## src/rtl/dcc_pkg.sv

```systemverilog
package dcc_pkg;

    localparam int REG_W   = 32;
    localparam int DIM_W   = 12;
    localparam int WID_LSB = 4;
    localparam int HGT_LSB = WID_LSB + DIM_W;

    typedef enum logic [1:0] {
        CH_OFF  = 2'd0,
        CH_WAIT = 2'd1,
        CH_DRAW = 2'd2,
        CH_HALT = 2'd3
    } ch_mode_e;

    typedef struct packed {
        logic [DIM_W-1:0] hgt;
        logic [DIM_W-1:0] wid;
        logic             one;
        logic             flush;
        logic             en;
    } ch_ctrl_t;

    function automatic ch_ctrl_t unpack_ctrl(input logic [REG_W-1:0] w);
        ch_ctrl_t c;
        c.en    = w[0];
        c.flush = w[1];
        c.one   = w[2];
        c.wid   = w[WID_LSB +: DIM_W];
        c.hgt   = w[HGT_LSB +: DIM_W];
        return c;
    endfunction

    function automatic logic [REG_W-1:0] pack_ctrl(input ch_ctrl_t c);
        logic [REG_W-1:0] w;
        w = '0;
        w[0] = c.en;
        w[1] = c.flush;
        w[2] = c.one;
        w[WID_LSB +: DIM_W] = c.wid;
        w[HGT_LSB +: DIM_W] = c.hgt;
        return w;
    endfunction

    function automatic logic [REG_W-1:0] pack_stat(input ch_mode_e m,
                                                   input logic empty,
                                                   input logic full);
        logic [REG_W-1:0] w;
        w = '0;
        w[1:0] = m;
        w[2]   = empty;
        w[3]   = full;
        return w;
    endfunction

endpackage

```

## src/rtl/dcc_chan.sv

```systemverilog
module dcc_chan
    import dcc_pkg::*;
(
    input  logic             clk,
    input  logic             rst,
    input  logic             blk_en,
    input  logic             ctrl_we,
    input  logic [REG_W-1:0] ctrl_wd,
    input  logic             vstart,
    input  logic             frame_end,
    input  logic             fifo_rd,
    input  logic             fifo_empty,
    input  logic             fifo_full,
    output logic [REG_W-1:0] ctrl_rd,
    output logic [REG_W-1:0] stat_rd,
    output logic             drawing,
    output logic             underrun_evt
);

    ch_ctrl_t ctrl_q;
    ch_mode_e mode_q, mode_d;
    logic     unused_bits;

    assign unused_bits = ^{ctrl_wd[3], ctrl_wd[REG_W-1:HGT_LSB+DIM_W]};

    // Control word; the flush bit is a one-cycle request.
    always_ff @(posedge clk) begin
        if (rst)
            ctrl_q <= '0;
        else if (ctrl_we)
            ctrl_q <= unpack_ctrl(ctrl_wd);
        else
            ctrl_q.flush <= 1'b0;
    end

    always_comb begin
        mode_d = mode_q;
        unique case (mode_q)
            CH_OFF:  if (ctrl_q.en) mode_d = CH_WAIT;
            CH_WAIT: if (vstart) mode_d = CH_DRAW;
            CH_DRAW: if (frame_end) mode_d = ctrl_q.one ? CH_HALT : CH_WAIT;
            default: mode_d = CH_HALT;
        endcase
        if (!blk_en || !ctrl_q.en || ctrl_q.flush)
            mode_d = CH_OFF;
    end

    always_ff @(posedge clk) begin
        if (rst)
            mode_q <= CH_OFF;
        else
            mode_q <= mode_d;
    end

    assign drawing      = (mode_q == CH_DRAW);
    assign underrun_evt = drawing && fifo_rd && fifo_empty;
    assign ctrl_rd      = pack_ctrl(ctrl_q);
    assign stat_rd      = pack_stat(mode_q,
                                    (mode_q == CH_OFF) || fifo_empty,
                                    (mode_q != CH_OFF) && fifo_full);

    assert_flush_selfclear_R4: assert property (@(posedge clk) disable iff (rst)
        ctrl_q.flush && !ctrl_we |=> !ctrl_q.flush);

    assert_flush_stops_R4: assert property (@(posedge clk) disable iff (rst)
        ctrl_q.flush |=> mode_q == CH_OFF);

    assert_wait_needs_vstart_R1: assert property (@(posedge clk) disable iff (rst)
        mode_q != CH_DRAW && !vstart |=> mode_q != CH_DRAW);

    assert_halt_sticky_R3: assert property (@(posedge clk) disable iff (rst)
        mode_q == CH_HALT |=> mode_q == CH_HALT || mode_q == CH_OFF);

    assert_blk_off_R8: assert property (@(posedge clk) disable iff (rst)
        !blk_en |=> mode_q == CH_OFF);

endmodule

```

## src/rtl/dcc_irq.sv

```systemverilog
module dcc_irq #(
    parameter int NCH = 3
) (
    input  logic           clk,
    input  logic           rst,
    input  logic [NCH-1:0] evt,
    input  logic           clr_we,
    input  logic [NCH-1:0] clr_mask,
    input  logic [NCH-1:0] ie,
    output logic [NCH-1:0] flag_q,
    output logic           irq_q
);

    logic [NCH-1:0] clr_bits;

    assign clr_bits = clr_we ? clr_mask : '0;

    // A new underrun outranks a clearing write in the same cycle.
    always_ff @(posedge clk) begin
        if (rst) begin
            flag_q <= '0;
            irq_q  <= 1'b0;
        end else begin
            flag_q <= (flag_q & ~clr_bits) | evt;
            irq_q  <= |(flag_q & ie);
        end
    end

    generate
        for (genvar c = 0; c < NCH; c++) begin : g_chk
            assert_flag_sticky_R5: assert property (@(posedge clk) disable iff (rst)
                flag_q[c] && !clr_bits[c] |=> flag_q[c]);
            assert_set_wins_R6: assert property (@(posedge clk) disable iff (rst)
                evt[c] |=> flag_q[c]);
        end
    endgenerate

    assert_irq_masked_R7: assert property (@(posedge clk) disable iff (rst)
        (flag_q & ie) == '0 |=> !irq_q);

endmodule

```

## src/rtl/disp_chan_ctrl.sv

```systemverilog
module disp_chan_ctrl
    import dcc_pkg::*;
#(
    parameter int NCH    = 3,
    parameter int ADDR_W = 4
) (
    input  logic              clk,
    input  logic              rst,
    input  logic              wr_en,
    input  logic [ADDR_W-1:0] wr_addr,
    input  logic [REG_W-1:0]  wr_data,
    input  logic [ADDR_W-1:0] rd_addr,
    output logic [REG_W-1:0]  rd_data,
    input  logic [NCH-1:0]    vstart,
    input  logic [NCH-1:0]    frame_end,
    input  logic [NCH-1:0]    fifo_rd,
    input  logic [NCH-1:0]    fifo_empty,
    input  logic [NCH-1:0]    fifo_full,
    output logic [NCH-1:0]    composing,
    output logic              irq
);

    localparam logic [ADDR_W-1:0] A_GCTL = ADDR_W'(0);
    localparam logic [ADDR_W-1:0] A_GST  = ADDR_W'(1);
    localparam int                CH_BASE = 2;

    logic           blk_en_q;
    logic [NCH-1:0] ie_q;
    logic [NCH-1:0] flag_q;
    logic [NCH-1:0] evt;
    logic           gctl_we, gst_we;
    logic [REG_W-1:0] ctrl_rd [NCH];
    logic [REG_W-1:0] stat_rd [NCH];

    assign gctl_we = wr_en && (wr_addr == A_GCTL);
    assign gst_we  = wr_en && (wr_addr == A_GST);

    always_ff @(posedge clk) begin
        if (rst) begin
            blk_en_q <= 1'b0;
            ie_q     <= '0;
        end else if (gctl_we) begin
            blk_en_q <= wr_data[0];
            ie_q     <= wr_data[NCH:1];
        end
    end

    generate
        for (genvar c = 0; c < NCH; c++) begin : g_ch
            dcc_chan u_chan (
                .clk          (clk),
                .rst          (rst),
                .blk_en       (blk_en_q),
                .ctrl_we      (wr_en && (wr_addr == ADDR_W'(CH_BASE + 2*c))),
                .ctrl_wd      (wr_data),
                .vstart       (vstart[c]),
                .frame_end    (frame_end[c]),
                .fifo_rd      (fifo_rd[c]),
                .fifo_empty   (fifo_empty[c]),
                .fifo_full    (fifo_full[c]),
                .ctrl_rd      (ctrl_rd[c]),
                .stat_rd      (stat_rd[c]),
                .drawing      (composing[c]),
                .underrun_evt (evt[c])
            );
        end
    endgenerate

    dcc_irq #(.NCH(NCH)) u_irq (
        .clk      (clk),
        .rst      (rst),
        .evt      (evt),
        .clr_we   (gst_we),
        .clr_mask (wr_data[NCH-1:0]),
        .ie       (ie_q),
        .flag_q   (flag_q),
        .irq_q    (irq)
    );

    always_comb begin
        rd_data = '0;
        if (rd_addr == A_GCTL)
            rd_data = REG_W'({ie_q, blk_en_q});
        else if (rd_addr == A_GST)
            rd_data = REG_W'(flag_q);
        for (int c = 0; c < NCH; c++) begin
            if (rd_addr == ADDR_W'(CH_BASE + 2*c))
                rd_data = ctrl_rd[c];
            if (rd_addr == ADDR_W'(CH_BASE + 2*c + 1))
                rd_data = stat_rd[c];
        end
    end

    assert_underrun_only_drawing_R5: assert property (@(posedge clk) disable iff (rst)
        (evt & ~composing) == '0);

endmodule

```

## config.mk

```make
export PLATFORM = sky130hd
export DESIGN_NAME = disp_chan_ctrl
export DESIGN_NICKNAME = d
export VERILOG_FILES = /design/src/rtl/dcc_pkg.sv /design/src/rtl/dcc_chan.sv /design/src/rtl/dcc_irq.sv /design/src/rtl/disp_chan_ctrl.sv
export SDC_FILE = /design/constraint.sdc
export NUM_CORES = 1
export LEC_CHECK = 0
export ABC_AREA = 1
export BUFFER_PORTS_ARGS = -buffer_cell sky130_fd_sc_hd__buf_2
export CAP_MARGIN = 20
export CELL_PAD_IN_SITES_DETAIL_PLACEMENT = 1
export CELL_PAD_IN_SITES_GLOBAL_PLACEMENT = 2
export CORE_UTILIZATION = 33
export DETAILED_ROUTE_END_ITERATION = 8
export HOLD_SLACK_MARGIN = 0.06
export PLACE_DENSITY_LB_ADDON = 0.1
export SLEW_MARGIN = 5
export SYNTH_ARGS = -nofsm -noshare
export SYNTH_HDL_FRONTEND = slang
export SYNTH_HIERARCHICAL = 1
export SYNTH_SLANG_ARGS = --single-unit
```

## constraint.sdc

```tcl
create_clock -name clk -period 3 [get_ports clk]
set_input_delay 0.3 -clock clk [delete_from_list [all_inputs] [get_ports clk]]
set_output_delay 0.3 -clock clk [all_outputs]
set_load 0.005 [all_outputs]
```

==> summary.txt, run 1 <==
STA
  • Max Fclk: 451 MHz
  • Max-slew headroom: 51.0%
  • Period Utilization, post-route: 74.0%
  • Setup_tns: 0 ns
  • RSZ-0062 raised after global routing: no
  • Final Max Tran Viols: 0
  • Fin Clk Skew: 0.00569 ns
  • Hold Vio Cnt, Final: 0
  • Tmin final: 2.22 ns
  • Final setup violation count: 0
  • Worst setup margin: 0.781 ns
  • Slew @ Worst Pin: 0.728 ns

Setup path
  • CP Launch Type: input port
  • Crit path arrival time: 1.92 ns
  • Crit. End Element: output pin
  • CP required: 2.70 ns
  • Max FO, Critical Path: 32
  • CP Class: in2out

Place
  • Hpwl dp: 13300 µm
  • Placer Congestion: 0.877
  • Placed Cells: 1183
  • # port buffers: 85
  • Worst slack at placement: 0.745 ns

Cells and area
  • Layout cells sized above 1: 13.1%
  • Final Util: 36.7%
  • Most frequent cells in the layout: 178 x nor2_1, 170 x nand2_1, 99 x conb_1, 95 x dfxtp_1, 85 x buf_2
  • Final non-filler cell total: 1197
  • Antenna fix cells: 0
  • Most common cell after layout, fill and taps aside: nor2_1
  • # nets final: 1027
  • Area growth, synth to finish: 8.25%

CTS
  • Clock Latency Late Sink: 0.35 ns
  • Clock Path Buffers: 2
  • Clock sink count: 95
  • CTS resizes: 0
  • Root Buffer: clkbuf_16
  • TritonCTS clock tree: built
  • Clk slew on worst S/H paths: 0.07 ns
  • Post-CTS Setup Bufs: 0
  • H-tree depth: 3
  • Hold buffer count at CTS: 0
  • CTS Buf Count: 9

Route
  • Average vias per placed instance: 4.78
  • # DRC: 0
  • Via count: 5724
  • Final wirelength: 19700 µm
  • Wire per inst: 16.4 µm
  • TritonRoute pass-1 iters: 4
  • Final ANT Viol Nets: 0
  • Starting DRT DRC Count: 229

Global route
  • GRT overflow: 0
  • Largest net degree at the start of global routing: 40
  • Initial antenna violation count: 1
  • First-pass GRT wire length: 31500 µm
  • GR Util All Layers: 22.5%
  • Vias in the first global route: 5869

Pwr
  • Leakage power: 0.00288 µW
  • VDD IR max: 0.000279 V
  • Pwr dens: 422 nW/µm²

Floorplanning
  • Die area: 18300 µm²
  • # IOs: 94
  • Vert. Die Dim: 135 µm
  • Area of the core: 17300 µm²
  • Die width: 135 µm
  • Initial Utilization: 33.9%
  • Row count: 48

Synthesis
  • Yosys warns: 6
  • Sequential share of the synthesized area: 32.5%
  • Mapped Cells: 903
  • Area of the mapped netlist: 5860 µm²
  • Syn avg cell area: 6.49 µm²
  • #FFs+latches synth: 95
  • Number of distinct library cells after synthesis: 25

Outcome
  • Outcome: finished, final reports clean

Worst hold path
  • Worst hold path type: in2reg

Job
  • Max cap viols: 0
==> synth_stat cells, drive strengths merged <==
cell	number	share of area (%)
a21oi	16	1.4
conb	3	0.19
nor2	182	12
nand4	35	3.7
nor3	2	0.34
buf	125	16
nand3	77	6.6
clkbuf	17	1.5
dfxtp	95	32
nand3b	6	0.77
and3	28	3.0
o21ai	83	7.1
nand2	170	11
or2	3	0.32
o211ai	2	0.26
o21bai	3	0.38
inv	54	3.5
nor4	2	0.21
==> worst paths after layout <==
| kind | startpoint | to | slack (ns) | cells after the start |
|---|---|---|---|---|
| setup / recovery | rd_addr[2] | rd_data[1] | 0.78 | 10 |
| hold / removal | wr_data[10] | g_ch[0].u_chan/ctrl_rd[10] | 0.21 | 3 |
| setup reg to reg | blk_en_q | g_ch[1].u_chan/mode_q[1] | 2.00 | 4 |
| hold reg to reg | g_ch[0].u_chan/ctrl_rd[2] | g_ch[0].u_chan/ctrl_rd[2] | 0.48 | 2 |
==> logic make-up after synthesis <==
family / count (synthesis) / synth area share, %
AOI/OAI and AO/OA: 104 / 9.10
DFF: 95 / 32.5
and+or+nand+nor: 505 / 37.6
buffers and inverters: 196 / 20.7
other: 3 / 0.192
==> flip-flops by register name (all words and copies together) (netlist names) <==
signal	cells
g_ch.u_chan/ctrl_rd	81
blk_en_q	1
ie_q	3
u_irq/irq_q	1
u_irq/flag_q	3
g_ch.u_chan/mode_q	6
==> where the power goes <==
part / total [µW] / internal, µW / switching (µW)
registers: 1300 / 1280 / 12.0
logic: 287 / 87.6 / 200
clock network: 1090 / 599 / 493
total: 2680 / 1970 / 705
==> through the flow <==
stage / hold slack [ns] / instance area [µm²] / total power, µW
final: 0.213 / 6340 / 2680
after global routing: 0.226 / 6340 / 2800
after CTS: 0.205 / 6340 / 2700
after detailed placement: 0.475 / 6070 / 1610
after global placement: 0.465 / 6070 / 1600
after floorplan: 0.369 / 6220 / 1560
==> final cells by class <==
cell class / instances / area [µm²]
clock buffers: 13 / 260
multi-input cells: 708 / 3130
flip-flops and latches: 95 / 1900
fillers: 2324 / 11000
well taps: 225 / 282
clock inverters: 1 / 5.00
inverters: 54 / 203
repair buffers: 101 / 558
==> per-layer routing <==
metal / part of all wire (%) / GRT usage, % / vias to the layer above
met5: 0.056 / 0 / -
met4: 1.3 / 6.30 / 2
met3: 3.2 / 2.36 / 20
met2: 49 / 40.2 / 95
met1: 47 / 28.5 / 2753
li1: - / - / 2854
==> worst max-delay path, stage by stage <==
cell	delay, ns
buf_2	0.13
inv_1	0.10
nor2_2	0.14
buf_4	0.41
nand2_1	0.16
inv_1	0.11
buf_4	0.26
nand2_1	0.08
nand4_1	0.10
buf_2	0.12
Note: power is estimated with default switching activity, not from simulation.
==> run 2, diff against run 1 <==
- CORE_UTILIZATION: 33 -> 31
- clock period: 3 -> 2.12 ns (I/O delays scaled with it)
==> summary.txt, run 2 (same netlist as run 1, synthesis figures left out) <==
Setup path
  • Buf+Inv Stages, Crit Path: 2 (-4)
  • CP delay by family, top: simple AND/OR/NAND/NOR gates
  • CP required: 1.91 ns (-0.79 ns)
  • CP Class: reg2out
  • FF-to-FF Start: blk_en_q
  • CP Cell Sequence: nor2_1 -> or2_2 -> o21ai_0 -> inv_1 -> nand2_1 -> nand3_1 -> buf_2
  • Beginning of the critical path: g_ch[1].u_chan/mode_q[0]
  • Slowest stage cell, crit path: dfxtp_1
  • Stages on the worst setup path: 7 (-3)
  • CP Launch Type: flop
  • R2R depth: 4 (unchanged)
  • Crit. End Element: output pin
  • Crit path arrival time: 1.64 ns (-0.28 ns)
  • Max FO, Critical Path: 5 (-84%)
  • Crit-path max cell delay: 0.43 ns (+0.02 ns)

Pwr
  • Clk pwr share: 47.9% (+7.1 points)
  • Part of the power in registers: 42.4% (-6.1 points)
  • Total chip power: 4320 µW (+62%)
  • P_sw: 1030 µW (+46%)
  • VDD IR max: 0.000349 V (+25%)
  • Comb power frac: 9.7% (-1.0 points)
  • Internal power: 3290 µW (+67%)
  • Leakage power: 0.00297 µW (+3.1%)
  • Sw frac: 23.8% (-2.5 points)
  • Pwr dens: 659 nW/µm² (+56%)

Global route
  • Initial antenna violation count: 0 (-1)
  • GR Util All Layers: 19.8% (-2.7 points)
  • Vias in the first global route: 5504 (-6.2%)
  • First-pass GRT wire length: 29900 µm (-4.9%)
  • GRT overflow: 0 (unchanged)
  • Largest net degree at the start of global routing: 40 (unchanged)

STA
  • Max-slew headroom: 57.8% (+6.8 points)
  • Slew @ Worst Pin: 0.633 ns (-0.0959 ns)
  • Fin Clk Skew: 0.00745 ns (+0.00176 ns)
  • Tmin final: 1.85 ns
  • Final Max Tran Viols: 0 (unchanged)
  • Final setup violation count: 0 (unchanged)
  • Max Fclk: 540 MHz
  • RSZ-0062 raised after global routing: no
  • Setup_tns: 0 ns (unchanged)
  • Period Utilization, post-route: 87.3%
  • Hold Vio Cnt, Final: 0 (unchanged)

Cells and area
  • Max reg flops: 81 (unchanged)
  • # nets final: 1031 (+0.39%)
  • Layout cells sized above 1: 13.9% (+0.84 points)
  • Most frequent cells in the layout: 177 x nor2_1, 170 x nand2_1, 99 x conb_1, 95 x dfxtp_1, 85 x buf_2
  • Antenna fix cells: 0 (unchanged)
  • Area growth, synth to finish: 11.9%
  • Most common cell after layout, fill and taps aside: nor2_1
  • Final Cell Area: 6560 µm² (+3.4%)

Route
  • # DRC: 0 (unchanged)
  • Average vias per placed instance: 4.56 (-4.7%)
  • Final wirelength: 18700 µm (-4.7%)
  • Via count: 5503 (-3.9%)
  • TritonRoute pass-1 iters: 4 (unchanged)
  • Wire per inst: 15.5 µm (-5.5%)
  • Final ANT Viol Nets: 0 (unchanged)
  • Starting DRT DRC Count: 158 (-31%)

Floorplanning
  • Area of the core: 18200 µm² (+5.3%)
  • Die area: 19400 µm² (+6.4%)
  • Row count: 49 (+2.1%)
  • Initial Utilization: 32.2% (-1.7 points)
  • # IOs: 94 (unchanged)
  • Vert. Die Dim: 139 µm (+3.1%)
  • Die width: 139 µm (+3.1%)

Place
  • Area after DPL: 6170 µm² (+1.6%)
  • # port buffers: 85 (unchanged)
  • Hpwl dp: 12600 µm (-5.6%)
  • Placer Congestion: 0.767 (-13%)

CTS
  • H-tree depth: 3 (unchanged)
  • Clock Path Buffers: 2 (unchanged)
  • Hold buffer count at CTS: 0 (unchanged)
  • Root Buffer: clkbuf_16
  • CTS resizes: 0 (unchanged)
  • Post-CTS Setup Bufs: 0 (unchanged)
  • Clock sink count: 95 (unchanged)
  • Clk slew on worst S/H paths: 0.07 ns (about the same)
  • CTS Buf Count: 9 (unchanged)
  • TritonCTS clock tree: built
  • Clock Latency Late Sink: 0.35 ns (about the same)

Outcome
  • Outcome: finished, final reports clean

Worst hold path
  • Worst Hold Path Cells: 3 (unchanged)
  • Worst hold path type: in2reg
  • Hold Startpoint: wr_data[17]

Job
  • Max cap viols: 0 (unchanged)
[run 2: changes by cell type in the layout (fill, tap and decap cells not counted), sizes merged]
cell      change
bufinv        +4
clkinvlp      +1
clkinv        -1
buf           +4
clkbuf        -2
[run 2: power by group through the flow]
| stage | logic [µW] | registers, µW | clock network [µW] |
|---|---|---|---|
| floorplan | 340 | 1870 | 0 |
| global placement | 418 | 1870 | 0 |
| detailed placement | 420 | 1870 | 0 |
| global route | 473 | 1840 | 2190 |
| CTS | 422 | 1830 | 2120 |
| finish | 418 | 1830 | 2070 |
[run 2: per-layer routing]
metal,share of wire [%],routed length (µm),vias to the layer above,global-route usage (%)
met4,0.97,182,0,4.50
met3,2.7,500,9,2.82
met5,0,0,-,0
met2,46,8660,70,32.9
li1,-,-,2857,-
met1,50,9400,2567,27.1
[run 2: worst paths after layout]
| path | to | slack (ns) |
|---|---|---|
| worst max-delay path | rd_data[2] | 0.27 |
| worst min register to register | g_ch[0].u_chan/ctrl_rd[2] | 0.47 |
| worst max register to register | g_ch[2].u_chan/mode_q[1] | 1.15 |
| worst min-delay path | g_ch[2].u_chan/ctrl_rd[17] | 0.13 |
[run 2: cell type report]
cell class	count	area (µm²)
Clock buffer	11	253
Clock inverter	5	128
Timing Repair Buffer	105	651
Tap cell	229	287
Sequential cell	95	1900
Multi-Input combinational cell	708	3130
Inverter	54	203
Fill cell	2396	11700
[run 2: tightest hold or removal path, delay by kind of cell]
| kind | cells | cell delay (ns) |
|---|---|---|
| simple gates | 2 | 0.13 |
| buf+inv | 1 | 0.11 |
[run 2: per-stage QoR]
step	setup slack, ns	std cells	util [%]	hold WS, ns
floorplan	0.616	999	-	0.281
global placement	0.291	1191	33.9	0.466
detailed placement	0.302	1191	33.9	0.469
CTS	0.246	1207	36.0	0.120
global route	0.133	1207	36.0	0.138
finish	0.269	1207	36.0	0.131
==> run 3, diff against run 2 <==
- CTS_BUF_LIST: not set -> sky130_fd_sc_hd__clkbuf_16
==> summary.txt, run 3 (same netlist as run 1, synthesis figures left out) <==
Route
  • Starting DRT DRC Count: 201 (+27%)
  • Wire per inst: 15.6 µm (+0.18%)
  • Via count: 5525 (+0.40%)
  • Final ANT Viol Nets: 0 (unchanged)
  • Final wirelength: 18800 µm (+0.18%)
  • TritonRoute pass-1 iters: 4 (unchanged)
  • # DRC: 0 (unchanged)
  • Average vias per placed instance: 4.58 (+0.40%)

STA
  • Tmin final: 1.84 ns (-0.0119 ns)
  • Hold Vio Cnt, Final: 0 (unchanged)
  • Final Max Tran Viols: 0 (unchanged)
  • Fin Clk Skew: 0.00631 ns (-0.00114 ns)
  • Period Utilization, post-route: 86.8% (-0.56 points)
  • Max-slew headroom: 57.6% (-0.22 points)
  • WHS: 0.126 ns (-0.00462 ns)
  • Max Fclk: 544 MHz (+0.65%)
  • Final setup violation count: 0 (unchanged)
  • Setup_tns: 0 ns (unchanged)
  • Slew @ Worst Pin: 0.636 ns (+0.00328 ns)
  • RSZ-0062 raised after global routing: no

Setup path
  • CP Launch Type: flop
  • Crit path arrival time: 1.63 ns (about the same)
  • FF-to-FF Start: blk_en_q
  • CP required: 1.91 ns (about the same)
  • CP Class: reg2out
  • Crit. End Element: output pin
  • Beginning of the critical path: g_ch[1].u_chan/mode_q[0]
  • Max FO, Critical Path: 5 (unchanged)

CTS
  • TritonCTS clock tree: built
  • H-tree depth: 3 (unchanged)
  • Clock sink count: 95 (unchanged)
  • Post-CTS Setup Bufs: 0 (unchanged)
  • CTS Buf Count: 9 (unchanged)
  • Clock Path Buffers: 2 (unchanged)
  • Clk slew on worst S/H paths: 0.07 ns (about the same)
  • Clock Latency Late Sink: 0.35 ns (about the same)
  • CTS resizes: 0 (unchanged)
  • Hold buffer count at CTS: 0 (unchanged)
  • Root Buffer: clkbuf_16

Place
  • Hpwl dp: 12600 µm (unchanged)
  • Placer Congestion: 0.767 (unchanged)
  • Placed Cells: 1191 (unchanged)
  • # port buffers: 85 (unchanged)

Global route
  • GR Util All Layers: 19.9% (+0.067 points)
  • Vias in the first global route: 5489 (-0.27%)
  • Largest net degree at the start of global routing: 40 (unchanged)
  • GRT overflow: 0 (unchanged)
  • Initial antenna violation count: 0 (unchanged)
  • First-pass GRT wire length: 29900 µm (about the same)

Floorplanning
  • Die area: 19400 µm² (unchanged)
  • Vert. Die Dim: 139 µm (unchanged)
  • # IOs: 94 (unchanged)
  • Area of the core: 18200 µm² (unchanged)
  • Row count: 49 (unchanged)
  • Die width: 139 µm (unchanged)
  • Initial Utilization: 32.2% (unchanged)

Worst hold path
  • Worst hold path type: in2reg
  • Hold Startpoint: wr_data[17]

Cells and area
  • Most frequent cells in the layout: 177 x nor2_1, 170 x nand2_1, 99 x conb_1, 95 x dfxtp_1, 85 x buf_2
  • Area growth, synth to finish: 11.6%
  • Layout cells sized above 1: 13.7% (-0.20 points)
  • Max reg flops: 81 (unchanged)
  • Final non-filler cell total: 1207 (unchanged)
  • Antenna fix cells: 0 (unchanged)
  • # nets final: 1031 (unchanged)
  • Most common cell after layout, fill and taps aside: nor2_1

Pwr
  • Pwr dens: 651 nW/µm² (-1.2%)
  • Leakage power: 0.00295 µW (-0.38%)
  • VDD IR max: 0.000358 V (+2.6%)

Outcome
  • Outcome: finished, final reports clean

Job
  • Max cap viols: 0 (unchanged)
==> run 3: worst max-delay path, stage by stage, from the launching register on <==
cell and delay, ns:
dfxtp_1 0.42, nor2_1 0.12, or2_2 0.28, o21ai_0 0.16, inv_1 0.05, nand2_1 0.06
nand3_1 0.05, buf_2 0.12
==> run 3: final cells by class <==
cell class	count	area [µm²]
Inverter	54	203
Sequential cell	95	1900
Clock inverter	7	135
Tap cell	229	287
Clock buffer	9	225
Fill cell	2401	11700
Multi-Input combinational cell	708	3130
Timing Repair Buffer	105	651
==> run 3: through the flow <==
| stage | util [%] | area [µm²] | total power (µW) | setup WS (ns) |
|---|---|---|---|---|
| floorplan | - | 6220 | 2210 | 0.616 |
| global placement | 33.9 | 6170 | 2290 | 0.291 |
| detailed placement | 33.9 | 6170 | 2300 | 0.302 |
| CTS | 35.9 | 6540 | 4300 | 0.245 |
| global route | 35.9 | 6540 | 4430 | 0.132 |
| finish | 35.9 | 6540 | 4260 | 0.281 |
==> run 3: where the power goes <==
group          total, µW  internal [µW]  leakage (µW)  switching, µW
clock               2000           1270      0.000171            739
combinational        418            139       0.00202            279
sequential          1830           1820      0.000768           16.4
==> run 3: final timing paths <==
kind                                end  cells past startpoint  slack, ns
max                          rd_data[2]                      7       0.28
min          g_ch[2].u_chan/ctrl_rd[17]                      3       0.13
max reg2reg    g_ch[2].u_chan/mode_q[1]                      4       1.15
min reg2reg   g_ch[0].u_chan/ctrl_rd[2]                      2       0.47
==> run 3: routing by layer <==
metal  global-route usage, %  share of wire [%]  vias up  wire, µm
met4                    4.85                1.1        0       198
met2                    32.8                 46       94      8680
met3                    2.92                3.9       13       727
met1                    27.1                 49     2560      9160
li1                        -                  -     2858         -
met5                       0                  0        -         0
